$ cat config.mk
export PLATFORM = sky130hd
export DESIGN_NAME = ts_latch_bank
export DESIGN_NICKNAME = d
export VERILOG_FILES = /design/src/rtl/ts_latch_pkg.sv /design/src/rtl/ts_slot.sv /design/src/rtl/ts_alloc.sv /design/src/rtl/ts_regfile.sv /design/src/rtl/ts_latch_bank.sv
export SDC_FILE = /design/constraint.sdc
export NUM_CORES = 1
export LEC_CHECK = 0
export BUFFER_PORTS_ARGS = -buffer_cell sky130_fd_sc_hd__buf_2
export CORE_ASPECT_RATIO = 1.5
export CORE_MARGIN = 3
export CORE_UTILIZATION = 35
export DETAILED_ROUTE_END_ITERATION = 10
export PLACE_DENSITY_LB_ADDON = 0.2
export SLEW_MARGIN = 20
export SYNTH_ARGS = -nofsm -noshare
export SYNTH_HDL_FRONTEND = slang
export SYNTH_SLANG_ARGS = --single-unit
$ cat constraint.sdc
create_clock -name clk -period 1.87 [get_ports clk]
set_input_delay 0.0935 -clock clk [delete_from_list [all_inputs] [get_ports clk]]
set_output_delay 0.0935 -clock clk [all_outputs]
set_load 0.1 [all_outputs]
$ cat src/rtl/ts_latch_pkg.sv
package ts_latch_pkg;
   localparam int unsigned CTRL_ADDR     = 0;
   localparam int unsigned RX_STAT_ADDR  = 1;
   localparam int unsigned TX_STAT_ADDR  = 2;
   localparam int unsigned SLOT_BASE     = 4;
   localparam int unsigned CTRL_IRQEN_B  = 0;

   function automatic int unsigned rx_lo_addr(input int unsigned n);
      return SLOT_BASE + 2 * n;
   endfunction

   function automatic int unsigned rx_hi_addr(input int unsigned n);
      return SLOT_BASE + 2 * n + 1;
   endfunction

   function automatic int unsigned tx_lo_addr(input int unsigned slots);
      return SLOT_BASE + 2 * slots;
   endfunction

   function automatic int unsigned tx_hi_addr(input int unsigned slots);
      return SLOT_BASE + 2 * slots + 1;
   endfunction

   function automatic int unsigned reg_count(input int unsigned slots);
      return SLOT_BASE + 2 * slots + 2;
   endfunction
endpackage

$ cat src/rtl/ts_slot.sv
module ts_slot #(
   parameter int unsigned TIME_W = 64
) (
   input  logic              clk,
   input  logic              rst_n,
   input  logic              cap,
   input  logic              rel,
   input  logic [TIME_W-1:0] time_in,
   output logic              occ,
   output logic [TIME_W-1:0] val
);
   // capture wins over release: a slot freed and refilled in one cycle stays locked
   always_ff @(posedge clk) begin
      if (!rst_n) begin
         occ <= 1'b0;
         val <= '0;
      end else if (cap) begin
         occ <= 1'b1;
         val <= time_in;
      end else if (rel) begin
         occ <= 1'b0;
      end
   end
endmodule

$ cat src/rtl/ts_alloc.sv
module ts_alloc #(
   parameter int unsigned N     = 4,
   parameter int unsigned IDX_W = 2
) (
   input  logic [N-1:0]     free_vec,
   output logic [IDX_W-1:0] idx,
   output logic             any
);
   always_comb begin
      idx = '0;
      any = 1'b0;
      for (int i = N - 1; i >= 0; i--) begin
         if (free_vec[i]) begin
            idx = IDX_W'(i);
            any = 1'b1;
         end
      end
   end
endmodule

$ cat src/rtl/ts_regfile.sv
module ts_regfile
   import ts_latch_pkg::*;
#(
   parameter int unsigned TIME_W   = 64,
   parameter int unsigned REG_W    = 32,
   parameter int unsigned RX_SLOTS = 4,
   parameter int unsigned ADDR_W   = 4,
   parameter bit          RD_PIPE  = 1'b1
) (
   input  logic                            clk,
   input  logic                            rst_n,
   input  logic                            rd_en,
   input  logic [ADDR_W-1:0]               rd_addr,
   input  logic                            wr_en,
   input  logic [ADDR_W-1:0]               wr_addr,
   input  logic [REG_W-1:0]                wr_data,
   input  logic [RX_SLOTS-1:0]             rx_occ,
   input  logic [RX_SLOTS-1:0][TIME_W-1:0] rx_val,
   input  logic                            tx_occ,
   input  logic [TIME_W-1:0]               tx_val,
   output logic [REG_W-1:0]                rd_data,
   output logic                            irq_en,
   output logic [RX_SLOTS-1:0]             rx_rel,
   output logic                            tx_rel
);
   localparam logic [ADDR_W-1:0] A_CTRL  = ADDR_W'(CTRL_ADDR);
   localparam logic [ADDR_W-1:0] A_RXST  = ADDR_W'(RX_STAT_ADDR);
   localparam logic [ADDR_W-1:0] A_TXST  = ADDR_W'(TX_STAT_ADDR);
   localparam logic [ADDR_W-1:0] A_TX_LO = ADDR_W'(tx_lo_addr(RX_SLOTS));
   localparam logic [ADDR_W-1:0] A_TX_HI = ADDR_W'(tx_hi_addr(RX_SLOTS));

   logic [REG_W-1:0] rd_mux;

   always_ff @(posedge clk) begin
      if (!rst_n)
         irq_en <= 1'b0;
      else if (wr_en && wr_addr == A_CTRL)
         irq_en <= wr_data[CTRL_IRQEN_B];
   end

   genvar g;
   generate
      for (g = 0; g < RX_SLOTS; g++) begin : g_rel
         assign rx_rel[g] = rd_en && (rd_addr == ADDR_W'(rx_hi_addr(g)));
      end
   endgenerate
   assign tx_rel = rd_en && (rd_addr == A_TX_HI);

   always_comb begin
      rd_mux = '0;
      if (rd_addr == A_CTRL)  rd_mux[CTRL_IRQEN_B] = irq_en;
      if (rd_addr == A_RXST)  rd_mux[RX_SLOTS-1:0] = rx_occ;
      if (rd_addr == A_TXST)  rd_mux[0] = tx_occ;
      if (rd_addr == A_TX_LO) rd_mux = tx_val[REG_W-1:0];
      if (rd_addr == A_TX_HI) rd_mux = tx_val[TIME_W-1:REG_W];
      for (int n = 0; n < RX_SLOTS; n++) begin
         if (rd_addr == ADDR_W'(rx_lo_addr(n))) rd_mux = rx_val[n][REG_W-1:0];
         if (rd_addr == ADDR_W'(rx_hi_addr(n))) rd_mux = rx_val[n][TIME_W-1:REG_W];
      end
   end

   generate
      if (RD_PIPE) begin : g_rd_reg
         always_ff @(posedge clk) begin
            if (!rst_n)
               rd_data <= '0;
            else if (rd_en)
               rd_data <= rd_mux;
         end
      end else begin : g_rd_comb
         assign rd_data = rd_mux;
      end
   endgenerate
endmodule

$ cat src/rtl/ts_latch_bank.sv
module ts_latch_bank
   import ts_latch_pkg::*;
#(
   parameter int unsigned TIME_W   = 64,
   parameter int unsigned REG_W    = 32,
   parameter int unsigned RX_SLOTS = 4,
   parameter int unsigned ADDR_W   = 4,
   parameter bit          RD_PIPE  = 1'b1,
   localparam int unsigned IDX_W   = (RX_SLOTS > 1) ? $clog2(RX_SLOTS) : 1
) (
   input  logic              clk,
   input  logic              rst_n,
   input  logic [TIME_W-1:0] time_now,
   input  logic              rx_evt,
   input  logic              tx_evt,
   input  logic              rd_en,
   input  logic [ADDR_W-1:0] rd_addr,
   input  logic              wr_en,
   input  logic [ADDR_W-1:0] wr_addr,
   input  logic [REG_W-1:0]  wr_data,
   output logic [REG_W-1:0]  rd_data,
   output logic [IDX_W-1:0]  rx_idx,
   output logic              rx_idx_vld,
   output logic              tx_irq
);
   localparam int unsigned NREGS = reg_count(RX_SLOTS);

   generate
      if (RX_SLOTS < 1) begin : g_chk_slots
         $error("ts_latch_bank: RX_SLOTS must be at least 1");
      end
      if (TIME_W != 2 * REG_W) begin : g_chk_width
         $error("ts_latch_bank: TIME_W must be twice REG_W");
      end
      if (REG_W < RX_SLOTS) begin : g_chk_stat
         $error("ts_latch_bank: occupancy bits do not fit one register");
      end
      if ((2 ** ADDR_W) < NREGS) begin : g_chk_addr
         $error("ts_latch_bank: ADDR_W too small for register map");
      end
   endgenerate

   logic [RX_SLOTS-1:0]             rx_occ;
   logic [RX_SLOTS-1:0]             rx_rel;
   logic [RX_SLOTS-1:0]             rx_cap;
   logic [RX_SLOTS-1:0][TIME_W-1:0] rx_val;
   logic [RX_SLOTS-1:0]             rx_free;
   logic [IDX_W-1:0]                pick_idx;
   logic                            pick_any;
   logic                            tx_occ;
   logic                            tx_rel;
   logic                            tx_cap;
   logic [TIME_W-1:0]               tx_val;
   logic                            irq_en;

   // a slot being released this cycle is already free for a new event
   assign rx_free = ~rx_occ | rx_rel;

   ts_alloc #(.N(RX_SLOTS), .IDX_W(IDX_W)) u_alloc (
      .free_vec (rx_free),
      .idx      (pick_idx),
      .any      (pick_any)
   );

   genvar s;
   generate
      for (s = 0; s < RX_SLOTS; s++) begin : g_rx
         assign rx_cap[s] = rx_evt && pick_any && (pick_idx == IDX_W'(s));
         ts_slot #(.TIME_W(TIME_W)) u_slot (
            .clk     (clk),
            .rst_n   (rst_n),
            .cap     (rx_cap[s]),
            .rel     (rx_rel[s]),
            .time_in (time_now),
            .occ     (rx_occ[s]),
            .val     (rx_val[s])
         );
      end
   endgenerate

   assign tx_cap = tx_evt && (!tx_occ || tx_rel);

   ts_slot #(.TIME_W(TIME_W)) u_tx_slot (
      .clk     (clk),
      .rst_n   (rst_n),
      .cap     (tx_cap),
      .rel     (tx_rel),
      .time_in (time_now),
      .occ     (tx_occ),
      .val     (tx_val)
   );

   ts_regfile #(
      .TIME_W   (TIME_W),
      .REG_W    (REG_W),
      .RX_SLOTS (RX_SLOTS),
      .ADDR_W   (ADDR_W),
      .RD_PIPE  (RD_PIPE)
   ) u_regs (
      .clk     (clk),
      .rst_n   (rst_n),
      .rd_en   (rd_en),
      .rd_addr (rd_addr),
      .wr_en   (wr_en),
      .wr_addr (wr_addr),
      .wr_data (wr_data),
      .rx_occ  (rx_occ),
      .rx_val  (rx_val),
      .tx_occ  (tx_occ),
      .tx_val  (tx_val),
      .rd_data (rd_data),
      .irq_en  (irq_en),
      .rx_rel  (rx_rel),
      .tx_rel  (tx_rel)
   );

   always_ff @(posedge clk) begin
      if (!rst_n) begin
         rx_idx_vld <= 1'b0;
         rx_idx     <= '0;
      end else begin
         rx_idx_vld <= rx_evt && pick_any;
         if (rx_evt && pick_any)
            rx_idx <= pick_idx;
      end
   end

   assign tx_irq = irq_en && tx_occ;
endmodule

-- Yosys cells after proc, flatten, opt, wreduce, memory -nomap -nowiden
Cells that the tools add are included.
- register bits after elaboration: 361
- bits of input ports: 110
- output and inout port bits: 36
- word-level logic and storage cells: 85
- equality and inequality tests: 15
- muxes and demuxes: 31
- bitwise operators: 2
- reductions and logical operators: 23
- operators with widths (kind ; number):
    $mux 32 ; 10
    $eq 4x4->1 const B ; 6
    $eq 4x3->1 const B ; 4
    $mux 1 ; 16
    $logic_and 1x1->1 ; 13
    $reduce_bool 2->1 ; 5
    $logic_not 4->1 ; 2
    $mux 2 ; 4
    $eq 2x2->1 const B ; 2
    $eq 4x1->1 const B ; 1
    $eq 4x2->1 const B ; 1
    $mux 4 ; 1
    $not 4->4 ; 1
    $or 4x4->4 ; 1
    $eq 2x1->1 const B ; 1
    $logic_not 2->1 ; 1
    $logic_not 1->1 ; 1
    $logic_or 1x1->1 ; 1

-- Longest topological paths before layout
Gate-level depths: netlist of the first run.
- depth after elaboration: 14
- gate-level depth with buffers: 10
- depth with buffers taken out: 5

-- Hierarchy
From an unflattened synthesis of the first run, not the netlist that was laid out.
- cells, all modules: 1684
- area total of the unflattened synthesis: 17087.6 µm²
- by module, submodules not included (module ; instances ; cells each ; area an instance (µm²)):
    ts_slot ; 5 ; 209 ; 2497.4
    ts_regfile ; 1 ; 609 ; 4390.5
    ts_latch_bank ; 1 ; 23 ; 175.2
    ts_alloc ; 1 ; 7 ; 35.0

-- Worst setup path before layout of the first run
No wires, ideal clock.
- path kind: input to register
- from: in rd_addr[2]
- to: reg g_rx[3].u_slot.val[58]
- setup time: 120 ps
- arrival time: 1572 ps
- data required time: 1750 ps
- slack: 178 ps
- stages: 10
- buffers on the path: 5
- path through: buf_6 > and4b_1 > buf_4 > nand2_2 > a2111o_1 > buf_6 > buf_6 > buf_6 > nand3_1 > o21ai_1
- longest elaborated chain between the ends: 9
- elaborated cells on any way between the ends: 20
- ends and longest elaborated chain (element ; line ; source):
    start, declared ; ts_latch_bank.sv:17 ; input logic [ADDR_W-1:0] rd_addr,
    $eq 4x4->1 ; ts_regfile.sv:44 ; assign rx_rel[g] = rd_en && (rd_addr == ADDR_W'(rx_hi_addr(g)));
    $logic_and 1x1->1 ; ts_regfile.sv:44 ;
    $or 4x4->4 * ; ts_latch_bank.sv:57 ; assign rx_free = ~rx_occ | rx_rel;
    $mux 2 or $mux 1 (tied branches) (4 in series) ; ts_alloc.sv:13 ; if (free_vec[i]) begin
    $eq 2x2->1 or $logic_and 1x1->1 (tied branches) ; ts_latch_bank.sv:68 ; assign rx_cap[s] = rx_evt && pick_any && (pick_idx == IDX_W'(s));
    $logic_and 1x1->1 * ; ts_latch_bank.sv:68 ;
    end signal, assigned ; ts_slot.sv:19 ; val <= time_in;
    end, declared ; ts_slot.sv:10 ; output logic [TIME_W-1:0] val
Every way passes the cells marked *; elsewhere a longest branch is shown, timed or not.
A chain may end at the register's enable or synchronous reset.

-- Worst setup path in the final report of the first run
- from: reg g_rx[0].u_slot.occ
- to: reg g_rx[2].u_slot.val[46]
- longest elaborated chain between the ends: 5
- elaborated cells on any way between the ends: 7
- ends and longest elaborated chain (element ; line ; source):
    start, declared ; ts_slot.sv:9 ; output logic occ,
    start signal, assigned ; ts_slot.sv:15 ; occ <= 1'b0;
    start signal, assigned ; ts_slot.sv:18 ; occ <= 1'b1;
    start signal, assigned ; ts_slot.sv:21 ; occ <= 1'b0;
    $not 4->4 * ; ts_latch_bank.sv:57 ;
    $or 4x4->4 * ; ts_latch_bank.sv:57 ;
    $mux 2 or $mux 1 (tied branches) ; ts_alloc.sv:13 ;
    $eq 2x2->1 or $logic_and 1x1->1 (tied branches) ; ts_latch_bank.sv:68 ;
    $logic_and 1x1->1 * ; ts_latch_bank.sv:68 ;
    end signal, assigned ; ts_slot.sv:19 ;
    end, declared ; ts_slot.sv:10 ;
Marks and branches as above.

==> impl_results.md, run 1 <==
- CP max FO: between 40 and 50
- Post-CTS Setup Bufs: 0
- Critical Path RT: around 2300 ps
- Minimum clock period: between 1500 and 2000 ps
- #FFs+latches synth: roughly 360
- Area taken by flip-flops and latches: slightly above 0.007 mm2
- R2r endpoint: g_rx[2].u_slot.val[46]$_SDFFE_PN0P_
- Iteration-0 DRC count of the detailed router: ~1100
- Design Area, Final: 0.0202 mm2
- Count of cell types in the netlist: 60
- Port bufs: roughly 110
- MaxCap Viol Count: 0
- Critical path's slowest cell: or4_2
- Post-Synthesis Cells: 2034
- DRC Markers: 0
- Worst Setup Start Kind: flop
- CP startpoint: g_rx[0].u_slot.occ$_SDFFE_PN0P_
- Crit path cell chain: o21ai_1 > or4_2 > buf_12 > nand2_1 > a21boi_1
- Core Area: 0.0461 mm2
- R2R cell count: 5
- Run status: finished, final reports clean
- Worst-Skew Late Latency: about 540 ps
- Multi-input logic area: around 0.0085 mm2
- CTS Sinks: about 360
- Grt ovf: 0
- CTS Root Cell: clkbuf_16
- Final period util: 0.954
- WP depth: 5
- CP top delay family: simple AND/OR/NAND/NOR gates
- Antenna violations before repair: 1
- Layout cells sized above 1: 0.153
- DP Area: ~0.018 mm2
- Sequential area share after synthesis: 0.439
- Max Fclk: approximately 560 MHz
- Starting Density: 0.357
- Area delta synth->final: 22.7%
- Clock Skew: roughly 15 ps
- Critical Path Sink Type: flop
- Slew Limit Fails: 0
- Synth Warn #: 0
- Max H-tree Level: 2
- Async SR Flop Fraction: 0
- Buf+Inv Stages, Crit Path: 1
- RSZ-0062 raised after global routing: false
- Worst hold slack: a little over 80 ps
- WL per Instance: 20.5 um
- Rel. slew slack: 0.361
- Via density: between 5 and 6
- Final GP Congestion: approximately 0.84
- Gr usage total: 0.228
- DRT Wirelength: around 58000 um
- Final Hold Viols: 0
- Power per standard cell area: around 910 mW/mm2
- First-pass GRT wire length: 88900 um
- Longest Clk Path Bufs: 3
- Synth Cell Area: around 0.016 mm2
- Die height: 272 um
- Antenna Cells: 0
- Final Power: about 18 mW
- TritonCTS Buffers: 38
- Post-Syn Nets: approximately 2100
- Chip Width: roughly 180 um
- Endpoints failing setup: 0
- Syn Area/Cell: 8.10 um2
- Max rail drop VDD: around 0.46 mV
- Worst Setup EP: g_rx[2].u_slot.val[46]$_SDFFE_PN0P_
- P_leak: 7.49 nW
- Final nets: between 2000 and 2500
- Delay of the slowest critical-path stage: roughly 730 ps
- Vias in the first global route: about 15000
- Crit path arrival time: ~2200 ps
- Beginning of the worst register-to-register path: g_rx[0].u_slot.occ$_SDFFE_PN0P_
- CTS tree: built
- Crit Path Class: reg -> reg
- Slew at the pin closest to its max-slew limit: about 960 ps
- Largest net degree at the start of global routing: 80
- DP HPWL: roughly 37000 um
- EDFF count, synth: 0
- First-pass DRT Iterations: 5
- CTS clk-pin slew, worst paths: 70 ps
- FP Rows: 96
- R2R setup slack: 90 ps
- # fillers: roughly 4700
- Total number of vias: 15100
- Top_reg_cell synth: dfxtp_1
- Worst min-delay path class: in -> reg
- Antenna-violating nets left: 0
- Die area: 0.0498 mm2
- I/O Pins: approximately 150
-- how the worst min path moves through the flow --
stage | from | endpoint | slack [ps] | cells after the start
floorplan | time_now[53] | g_rx[3].u_slot.val[53]$_SDFFE_PN0P_ | 230 | 2
global placement | tx_evt | u_tx_slot.occ$_SDFFE_PN0P_ | 370 | 3
detailed placement | wr_data[0] | u_regs.irq_en$_SDFFE_PN0P_ | 380 | 3
CTS | rd_addr[2] | u_regs.rd_data[28]$_SDFFE_PN0P_ | 50 | 4
global route | rd_addr[2] | u_regs.rd_data[8]$_SDFFE_PN0P_ | 100 | 4
finish | rd_addr[2] | u_regs.rd_data[28]$_SDFFE_PN0P_ | 80 | 4
-- registers in the layout, indices dropped and copies added, names as in the netlist --
register,cells
u_regs.rd_data,32
u_regs.irq_en,1
g_rx.u_slot.val,256
rx_idx_vld,1
u_tx_slot.val,64
rx_idx,2
u_tx_slot.occ,1
g_rx.u_slot.occ,4
-- cell usage in the layout (no fill, tap or decap), drive strengths merged, types with 9 or more instances in the layout --
cell type,n
mux2i,19
a21oi,51
buf,230
a211oi,14
o21ai,120
mux2,16
clkbuf,62
nand2,631
o211ai,22
o2111ai,9
nor3,18
o221ai,13
a21boi,286
dfxtp,361
a22oi,32
o22ai,31
nand2b,13
dlygate4sd3,70
nor2,38
a21o,18
nand3,74
mux4,18
-- report_power, final --
group	internal, mW	switching, mW
registers	7.96	0.150
logic	0.868	1.55
clock network	4.62	3.22
total	13.5	4.92
-- metrics by stage --
stage | std cells | setup slack [ps] | TNS, ps | utilization
floorplan | 2034 | 178 | 0 | -
global placement | 2676 | -4.39 | -4.39 | 0.395
detailed placement | 2676 | -14.6 | -20.1 | 0.395
CTS | 2815 | 90.8 | 0 | 0.438
global route | 2815 | 18.6 | 0 | 0.438
finish | 2815 | 85.8 | 0 | 0.438
-- synthesized netlist by cell type (all sizes together), types with 4 or more instances --
cell type	number	area share
a211oi	14	0.0064
a21boi	286	0.13
a21o	18	0.0082
a21oi	51	0.015
a221oi	6	0.0032
a22o	4	0.0021
a22oi	32	0.015
buf	73	0.024
clkbuf	103	0.024
dfxtp	361	0.44
inv	7	0.0016
mux2	16	0.011
mux2i	19	0.012
mux4	18	0.025
nand2	631	0.14
nand2b	13	0.0049
nand3	74	0.022
nand3b	8	0.0036
nor2	38	0.0087
nor2b	8	0.0030
nor3	18	0.0055
o2111ai	9	0.0048
o211ai	22	0.010
o21a	4	0.0018
o21ai	120	0.038
o21bai	5	0.0023
o221ai	13	0.0069
o22ai	31	0.012
o2bb2ai	5	0.0027
-- metal layers --
layer  up-vias  global-route usage  routed length, um
met5         -                   0                  0
met4         0              0.0694               1690
met3       108              0.0283               2440
met2       392               0.401              28700
met1      7242               0.290              24800
li1       7359                   -                  -
-- repair_timing --
item / CTS / global route
setup endpoints to repair: 0 / 1
resized for setup: 0 / 1
hold buffers: 70 / 0
hold endpoints to repair: 332 / 0
-- tightest hold or removal path, cell delays in order --
cell and delay (ps):
buf_2 150, buf_4 190, nand3_1 70, a21oi_1 50
-- area by class of cell --
cell class | instances | share of cell area
multi-input cells | 1490 | 0.419
inverters | 7 | 0.00130
flip-flops and latches | 361 | 0.357
well taps | 588 | 0.0364
clock buffers | 62 | 0.0586
repair buffers | 300 | 0.123
clock inverters | 7 | 0.00464
-- kinds of logic after synthesis --
logic type / Yosys count / synth area share
DFF: 361 / 0.439
muxes: 53 / 0.0471
AOI/OAI and AO/OA: 631 / 0.265
and+or+nand+nor: 806 / 0.200
buffers and inverters: 183 / 0.0493
(Power assumes the default switching activity.)
==> run 2: changes to the inputs <==
CELL_PAD_IN_SITES_DETAIL_PLACEMENT = 0   (was default)
CELL_PAD_IN_SITES_GLOBAL_PLACEMENT = 1   (was default)
CORE_ASPECT_RATIO = 0.6   (was 1.5)
CTS_CLUSTER_DIAMETER = 40   (was default)
==> impl_results.md, run 2 (synthesis results as in run 1) <==
- Run status: finished, final reports clean
- Grt ovf: 0
- Final GP Congestion: ~0.83
- Antenna Cells: 0
- Port bufs: approximately 110
- Final Hold Viols: 0
- # fillers: roughly 4600
- DRC Markers: 0
- DP Area: 0.0184 mm2
- CP top delay family: simple AND/OR/NAND/NOR gates
- P_leak: between 7 and 8 nW
- Regs by FF count: g_rx.u_slot.val (256), u_tx_slot.val (64), u_regs.rd_data (32)
- FP Rows: 60
- Crit Path Class: reg -> reg
- Final period util: 0.941
- Largest Register: g_rx.u_slot.val
- Area taken by flip-flops and latches: roughly 0.0072 mm2
- Chip Width: 286 um
- Max H-tree Level: 2
- Longest Clk Path Bufs: 3
- Most frequent cells in the layout: nand2_1 (628), dfxtp_1 (361), a21boi_0 (223)
- Max reg flops: between 200 and 300
- Slew Limit Fails: 0
- Largest net degree at the start of global routing: just under 80
- Worst min-delay path class: in -> reg
- Max Fclk: approximately 570 MHz
- Sequential fraction of design power: 0.410
- First-pass DRT Iterations: 5
- Multi-input logic area: around 0.0085 mm2
- Switching pwr: 5.38 mW
- CTS clk-pin slew, worst paths: about 60 ps
- Total number of vias: 15400
- Buf+Inv Stages, Crit Path: 1
- Delay of the slowest critical-path stage: 720 ps
- Rel. slew slack: 0.512
- DRT Wirelength: between 50000 and 60000 um
- Max rail drop VDD: between 0.6 and 0.7 mV
- CTS Sinks: between 300 and 400
- Switching Share: 0.272
- Beginning of the worst register-to-register path: g_rx[0].u_slot.occ$_SDFFE_PN0P_
- Post-Layout Cell Count: 2867
- Antenna-violating nets left: 0
- Hold EP: u_regs.rd_data[8]$_SDFFE_PN0P_
- CTS tree: built
- Combinational Power Share: 0.125
- WL per Instance: roughly 21 um
- Vias in the first global route: between 15000 and 20000
- Post-CTS Setup Bufs: 0
- Crit path cell chain: o21ai_1 > or4_2 > buf_12 > nand2_1 > a21boi_1
- Starting Density: 0.361
- DP HPWL: just under 40000 um
- Power Internal: 14.4 mW
- CTS Root Cell: clkbuf_16
- Hold wc startpoint: rd_addr[2]
- Power per standard cell area: 958 mW/mm2
- Worst Setup Start Kind: flop
- Design Area, Final: approximately 0.021 mm2
- Endpoints failing setup: 0
- R2R cell count: 5
- CP max FO: 45
- Clk pwr share: 0.465
- Slew at the pin closest to its max-slew limit: around 730 ps
- Die area: approximately 0.05 mm2
- First-pass GRT wire length: around 90000 um
- Final nets: around 2300
- R2r endpoint: g_rx[2].u_slot.val[14]$_SDFFE_PN0P_
- WHS Path Cells: 4
- Layout cells sized above 1: 0.165
- Clock Skew: 10.8 ps
- Most common cell after layout, fill and taps aside: nand2_1
- Crit path arrival time: approximately 2200 ps
- Iteration-0 DRC count of the detailed router: approximately 1100
- Die height: 174 um
- Setup TNS: 0 ps
- Gr usage total: 0.238
- Critical Path RT: between 2000 and 2500 ps
- Critical Path Sink Type: flop
- Core Area: ~0.046 mm2
- Minimum clock period: between 1500 and 2000 ps
- RSZ-0062 raised after global routing: false
- R2R setup slack: around 110 ps
- Area delta synth->final: 25.4%
- MaxCap Viol Count: 0
- Placed Cells: between 2000 and 3000
- I/O Pins: 146
- TritonCTS Buffers: 45
- Final Power: ~20 mW
- Worst-Skew Late Latency: roughly 560 ps
- Critical path's slowest cell: or4_2
- Antenna violations before repair: 1
- Via density: 5.38
==> run 2: final cells by class <==
class | instances | share of cell area
clock buffer | 53 | 0.0594
clock inverter | 27 | 0.0160
inverter | 7 | 0.00127
multi-input combinational | 1490 | 0.410
sequential | 361 | 0.350
tap | 620 | 0.0375
timing repair buffer | 309 | 0.127
==> run 2: repair_timing <==
action,in CTS,in global routing
resized for setup,0,0
hold endpoints to repair,328,0
hold buffers,71,0
==> run 2: worst max-delay path by stage <==
stage / start / end / slack [ps] / cells after the start
after floorplan: rd_addr[2] / g_rx[3].u_slot.val[58]$_SDFFE_PN0P_ / 180 / 10
after global placement: rd_addr[2] / u_regs.rd_data[2]$_SDFFE_PN0P_ / -20 / 8
after detailed placement: rd_addr[2] / u_regs.rd_data[2]$_SDFFE_PN0P_ / -20 / 8
after CTS: g_rx[0].u_slot.occ$_SDFFE_PN0P_ / g_rx[2].u_slot.val[2]$_SDFFE_PN0P_ / 130 / 5
after global routing: g_rx[0].u_slot.occ$_SDFFE_PN0P_ / g_rx[2].u_slot.val[2]$_SDFFE_PN0P_ / 20 / 6
final: g_rx[0].u_slot.occ$_SDFFE_PN0P_ / g_rx[2].u_slot.val[14]$_SDFFE_PN0P_ / 110 / 5
==> run 2: power groups by stage <==
| stage | Combinational (mW) | Sequential [mW] | Clock (mW) |
|---|---|---|---|
| final | 2.47 | 8.12 | 9.21 |
| after global routing | 2.66 | 8.15 | 9.72 |
| after CTS | 2.46 | 8.12 | 9.40 |
| after detailed placement | 2.34 | 8.29 | 0 |
| after global placement | 2.32 | 8.28 | 0 |
| after floorplan | 1.13 | 8.49 | 0 |
==> run 2: metrics by stage <==
stage          hold slack [ps]  setup slack [ps]   util
2_1_floorplan              226               178      -
5_1_grt                   57.0              18.7  0.453
6_report                  60.3               111  0.453
3_3_place_gp               363             -17.9  0.403
4_1_cts                   32.4               125  0.453
3_5_place_dp               369             -20.0  0.403
==> run 2: worst min-delay path: stages <==
cell	delay [ps]
buf_2	170
buf_4	180
nand3_1	60
a21oi_1	50
==> run 2: metal layers <==
layer | wire, um | vias to the layer above | global-route usage
li1 | - | 7397 | -
met1 | 28800 | 7506 | 0.344
met2 | 26400 | 443 | 0.370
met3 | 3580 | 86 | 0.0388
met4 | 1170 | 0 | 0.0526
met5 | 0 | - | 0
